**config.mk**
```make
export PLATFORM = sky130hd
export DESIGN_NAME = stereo_cost_init
export DESIGN_NICKNAME = d
export VERILOG_FILES = /design/src/rtl/stereo_cost_pkg.sv /design/src/rtl/stereo_cost_ctrl.sv /design/src/rtl/stereo_cost_dp.sv /design/src/rtl/stereo_cost_init.sv
export SDC_FILE = /design/constraint.sdc
export NUM_CORES = 1
export LEC_CHECK = 0
export BUFFER_PORTS_ARGS = -buffer_cell sky130_fd_sc_hd__buf_4
export CAP_MARGIN = 10
export CORE_ASPECT_RATIO = 0.5
export CORE_MARGIN = 2
export CORE_UTILIZATION = 56
export DETAILED_ROUTE_END_ITERATION = 12
export HOLD_SLACK_MARGIN = 0.12
export PLACE_DENSITY = 0.9
export SYNTH_ARGS = -nofsm -noshare
export SYNTH_HDL_FRONTEND = slang
export SYNTH_HIERARCHICAL = 1
export SYNTH_SLANG_ARGS = --single-unit
```
**constraint.sdc**
```tcl
create_clock -name clk -period 2.56 [get_ports clk]
set_input_delay 0.512 -clock clk [delete_from_list [all_inputs] [get_ports clk]]
set_output_delay 0.512 -clock clk [all_outputs]
set_load 0.01 [all_outputs]
```
**src/rtl/stereo_cost_pkg.sv**
```systemverilog
package stereo_cost_pkg;
  localparam int NSTAGE = 3;
  localparam int NCH    = 2;

  typedef struct packed {
    logic [NSTAGE-1:0] adv;
    logic              kill;
  } costStrobe_t;
endpackage

```
**src/rtl/stereo_cost_ctrl.sv**
```systemverilog
module stereo_cost_ctrl
  import stereo_cost_pkg::*;
#(
  parameter int COL_W  = 10,
  parameter int ROW_W  = 9,
  parameter int DISP_W = 5,
  parameter int KW     = 12,
  parameter int KFRAC  = 8,
  parameter int KRATIO = 256
) (
  input  logic              clk,
  input  logic              rst,
  input  logic              inValid,
  input  logic              inLast,
  input  logic [COL_W-1:0]  col,
  input  logic [ROW_W-1:0]  row,
  input  logic [DISP_W-1:0] disp,
  output costStrobe_t       strobe,
  output logic              outValid,
  output logic              outLast,
  output logic              outInvalid
);
  localparam int PW = DISP_W + KW + 1;

  logic [PW-1:0]     scaled;
  logic              horMiss;
  logic              verMiss;
  logic [NSTAGE-1:0] vldQ;
  logic [NSTAGE-1:0] lastQ;
  logic [NSTAGE-1:0] missQ;

  // rounded vertical offset: (disp * k + half) >> KFRAC
  assign scaled  = PW'(disp) * PW'(KRATIO) + PW'(1 << (KFRAC - 1));
  assign horMiss = col < COL_W'(disp);
  assign verMiss = PW'(row) < (scaled >> KFRAC);

  always_ff @(posedge clk) begin
    if (rst) begin
      vldQ  <= '0;
      lastQ <= '0;
      missQ <= '0;
    end else begin
      vldQ  <= {vldQ[NSTAGE-2:0], inValid};
      lastQ <= {lastQ[NSTAGE-2:0], inValid & inLast};
      missQ <= {missQ[NSTAGE-2:0], inValid & (horMiss | verMiss)};
    end
  end

  assign strobe.adv  = {vldQ[NSTAGE-2:0], inValid};
  assign strobe.kill = missQ[NSTAGE-2];

  assign outValid   = vldQ[NSTAGE-1];
  assign outLast    = lastQ[NSTAGE-1];
  assign outInvalid = missQ[NSTAGE-1];
endmodule

```
**src/rtl/stereo_cost_dp.sv**
```systemverilog
module stereo_cost_dp
  import stereo_cost_pkg::*;
#(
  parameter int PIX_W = 8,
  localparam int SAD_W  = PIX_W + $clog2(NCH),
  localparam int COST_W = SAD_W + 1
) (
  input  logic              clk,
  input  costStrobe_t       strobe,
  input  logic [PIX_W-1:0]  refPix,
  input  logic [PIX_W-1:0]  nbrPix [NCH],
  output logic [COST_W-1:0] cost
);
  logic [PIX_W-1:0]  diffArr [NCH];
  logic [SAD_W-1:0]  sadNext;
  logic [SAD_W-1:0]  sadQ;
  logic [COST_W-1:0] costQ;

  for (genvar g = 0; g < NCH; g++) begin : chan
    logic [PIX_W-1:0] diffQ;
    always_ff @(posedge clk) begin
      if (strobe.adv[0]) begin
        diffQ <= (nbrPix[g] > refPix) ? nbrPix[g] - refPix : refPix - nbrPix[g];
      end
    end
    assign diffArr[g] = diffQ;
  end

  always_comb begin
    sadNext = '0;
    for (int i = 0; i < NCH; i++) begin
      sadNext = sadNext + SAD_W'(diffArr[i]);
    end
  end

  always_ff @(posedge clk) begin
    if (strobe.adv[1]) sadQ <= sadNext;
    if (strobe.adv[2]) begin
      costQ <= strobe.kill ? '0 : (COST_W'(1) << SAD_W) - COST_W'(sadQ);
    end
  end

  assign cost = costQ;
endmodule

```
**src/rtl/stereo_cost_init.sv**
```systemverilog
module stereo_cost_init
  import stereo_cost_pkg::*;
#(
  parameter int PIX_W  = 8,
  parameter int COL_W  = 10,
  parameter int ROW_W  = 9,
  parameter int DISP_N = 32,
  parameter int KW     = 12,
  parameter int KFRAC  = 8,
  parameter int KRATIO = 256,
  localparam int DISP_W = $clog2(DISP_N),
  localparam int COST_W = PIX_W + $clog2(NCH) + 1
) (
  input  logic              clk,
  input  logic              rst,
  input  logic              inValid,
  input  logic              inLast,
  input  logic [PIX_W-1:0]  refPix,
  input  logic [PIX_W-1:0]  horPix,
  input  logic [PIX_W-1:0]  verPix,
  input  logic [COL_W-1:0]  col,
  input  logic [ROW_W-1:0]  row,
  input  logic [DISP_W-1:0] disp,
  output logic              outValid,
  output logic              outLast,
  output logic              outInvalid,
  output logic [COST_W-1:0] outCost
);
  costStrobe_t      strobe;
  logic [PIX_W-1:0] nbrPix [NCH];

  assign nbrPix[0] = horPix;
  assign nbrPix[1] = verPix;

  stereo_cost_ctrl #(
    .COL_W(COL_W), .ROW_W(ROW_W), .DISP_W(DISP_W),
    .KW(KW), .KFRAC(KFRAC), .KRATIO(KRATIO)
  ) u_ctrl (
    .clk(clk), .rst(rst), .inValid(inValid), .inLast(inLast),
    .col(col), .row(row), .disp(disp), .strobe(strobe),
    .outValid(outValid), .outLast(outLast), .outInvalid(outInvalid)
  );

  stereo_cost_dp #(.PIX_W(PIX_W)) u_dp (
    .clk(clk), .strobe(strobe), .refPix(refPix),
    .nbrPix(nbrPix), .cost(outCost)
  );
endmodule

```
==> impl_results.md <==
- Unique masters post-synth: 44
- Sequential area share after synthesis: 0.373
- Number of routed nets with antenna violations: 0
- Final Skew: 0.00714 ns
- Die X: 113 um
- Vias in the first global route: 2,679
- TritonCTS clock tree: built
- I/O pin cnt: 65
- Syn_nets: 415
- Remaining global-route overflow: 0
- Max IR drop VDD: 425 uV
- Setup slack after placement: -0.00440 ns
- Initial antenna violation count: 0
- WP data arrival: 2.43 ns
- Crit Path Class: in -> reg
- Share of synthesized registers carrying an async set or reset: 0
- Layout area overhead: 22.1%
- Syn Inst Count: 311
- Commonest non-fill, non-tap cell in the layout: buf_4
- DIE HEIGHT: 58.3 um
- ANT cells: 0
- Synth Warn #: 6
- Hold Buf Count CTS: 0
- HP Class: in -> reg
- DRT Pass-1 Iters: 4
- Power share of the clock group: 0.290
- Layout net count: 483
- H-tree Lvls: 2
- Placed cell count: 445
- Internal power consumption: 0.00176 W
- Switching Power: 0.000729 W
- Req. time, crit path: 2.59 ns
- Buffers on Ports: 64
- Share of layout cells above drive strength 1: 0.229
- Status: finished, final reports clean
- Global Route Usage Sum: 0.238
- Crit. End Element: register
- Multi-input logic area: 1860 sq um
- Tightest Pin Transition: 0.539 ns
- Final hold vios: 0
- Tmin final: 2.40 ns
- Max Clock Freq: 417 MHz
- Sw Ratio: 0.293
- Crit path max fanout: 7
- Fillers: 386
- Die area: 6560 sq um
- Max clock buf depth: 2
- DRC viols: 0
- Clk slew on worst S/H paths: 0.06 ns
- Initial Util: 0.591
- Gpl congestion: 0.873
- Vias after detailed routing: 2,577
- Tcrit/Tclk final: 0.937
- Total routed wirelength: 7.21 mm
- Cell area power density: 618 nW/um^2
- FF+latch area: 1230 sq um
- Final WS setup: 0.160 ns
- Total CTS buffers: 5
- Synth Register Bits: 44
- Largest net degree at the start of global routing: 18
- Core area: 5590 sq um
- DRT iter0 DRCs: 193
- Top FF cell, synth: edfxtp_1
- Most frequent cells in the layout: buf_4, ha_1, edfxtp_1, inv_1, nor2_1
- Row count: 19
- Sequential power share: 0.394
- Synth Cell Area: 3300 sq um
- Mean Syn Cell Area: 10.6 sq um
- Worst-Skew Late Latency: 0.29 ns
- CTS resizes: 0
- RSZ-0062 raised after global routing: false
- Comb pwr share: 0.316
- Max_cap viols: 0
- Via density: 5.69
- Worst slew margin: 0.637
- Max-slew violation count: 0
- Post-synth EDFFs: 35
- Setup Buffers After CTS: 0
- Clk sinks: 44
- Mean routed wirelength per cell: 15.9 um
- CP Launch Type: primary input
- Root Buffer: clkbuf_16
- Post-route non-filler standard cell count: 453
- Final setup violating endpoints: 0
- Post-DP HPWL: 5.82 mm
- First-pass GRT wire length: 12.2 mm
- Pleak: 1.90 nW
## metrics by stage
stage	area, sq um	utilization	hold WS [ns]	power, W	setup TNS, ns
2_1_floorplan	3300	-	0.414	0.00152	0
3_3_place_gp	3860	0.691	0.417	0.00172	0
3_5_place_dp	3860	0.691	0.434	0.00176	-0.00440
4_1_cts	4030	0.721	0.425	0.00249	0
5_1_grt	4030	0.721	0.428	0.00262	0
6_report	4030	0.721	0.426	0.00249	0
## sequential cells by signal, indices dropped and copies added, names as in the netlist
name             cells
u_ctrl/vldQ          3
u_ctrl/lastQ         3
u_dp/sadQ            9
u_ctrl/missQ         3
u_dp/chan.diffQ     16
u_dp/cost           10
## critical path, cell delays in order
cell and delay, ns:
buf_4 0.12, ha_1 0.24, fa_1 0.41, nand3b_1 0.21, a21oi_1 0.20, o22a_1 0.23, buf_12 0.14, mux2i_1 0.26
xor2_1 0.10
## cells by family (layout without fill, tap and decap cells)
group / count (synthesis) / count (layout) / synth area share
xor+xnor: 24 / 24 / 0.0637
buf+inv: 44 / 113 / 0.0641
flops: 44 / 44 / 0.373
simple gates: 59 / 59 / 0.0933
fa+ha+maj: 52 / 52 / 0.208
compound gates: 74 / 74 / 0.155
mux: 14 / 14 / 0.0425
## routing by layer
layer,GRT usage,routed length (um)
met4,0.0871,153
met5,0,0
met1,0.274,2920
met3,0.0366,447
met2,0.460,3690
## power by group through the flow
stage / logic [W] / clock network [W] / registers (W)
after floorplan: 0.000535 / 0 / 0.000983
after global placement: 0.000723 / 0 / 0.000993
after detailed placement: 0.000766 / 0 / 0.000996
after CTS: 0.000778 / 0.000732 / 0.000982
after global routing: 0.000870 / 0.000764 / 0.000991
final: 0.000788 / 0.000722 / 0.000981
## synthesized netlist by cell type (all sizes together) (9+ instances only)
library cell	number	area [sq um]
dfxtp	9	180
a31oi	10	62.6
buf	11	87.6
nand2	10	37.5
mux2i	14	140
a21o	14	108
xnor2	9	78.8
nor2	18	67.6
o21ai	15	75.1
a21oi	14	73.8
xor2	15	131
inv	32	120
edfxtp	35	1050
ha	47	588
## layout make-up
type	instances	share of cell area
multi-input combinational	223	0.461
sequential	44	0.306
timing repair buffer	73	0.139
clock buffer	5	0.0311
inverter	32	0.0298
tap	73	0.0227
clock inverter	3	0.0106
## final timing paths
kind	cells past startpoint	slack (ns)	start	endpoint
min	2	0.43	inLast	u_ctrl/lastQ[0]
max reg2reg	7	0.22	u_dp/chan[0].diffQ[0]	u_dp/sadQ[8]
min reg2reg	1	0.45	u_ctrl/missQ[0]	u_ctrl/missQ[1]
max	9	0.16	refPix[0]	u_dp/chan[1].diffQ[2]
Power figures use the tool's default switching activity.
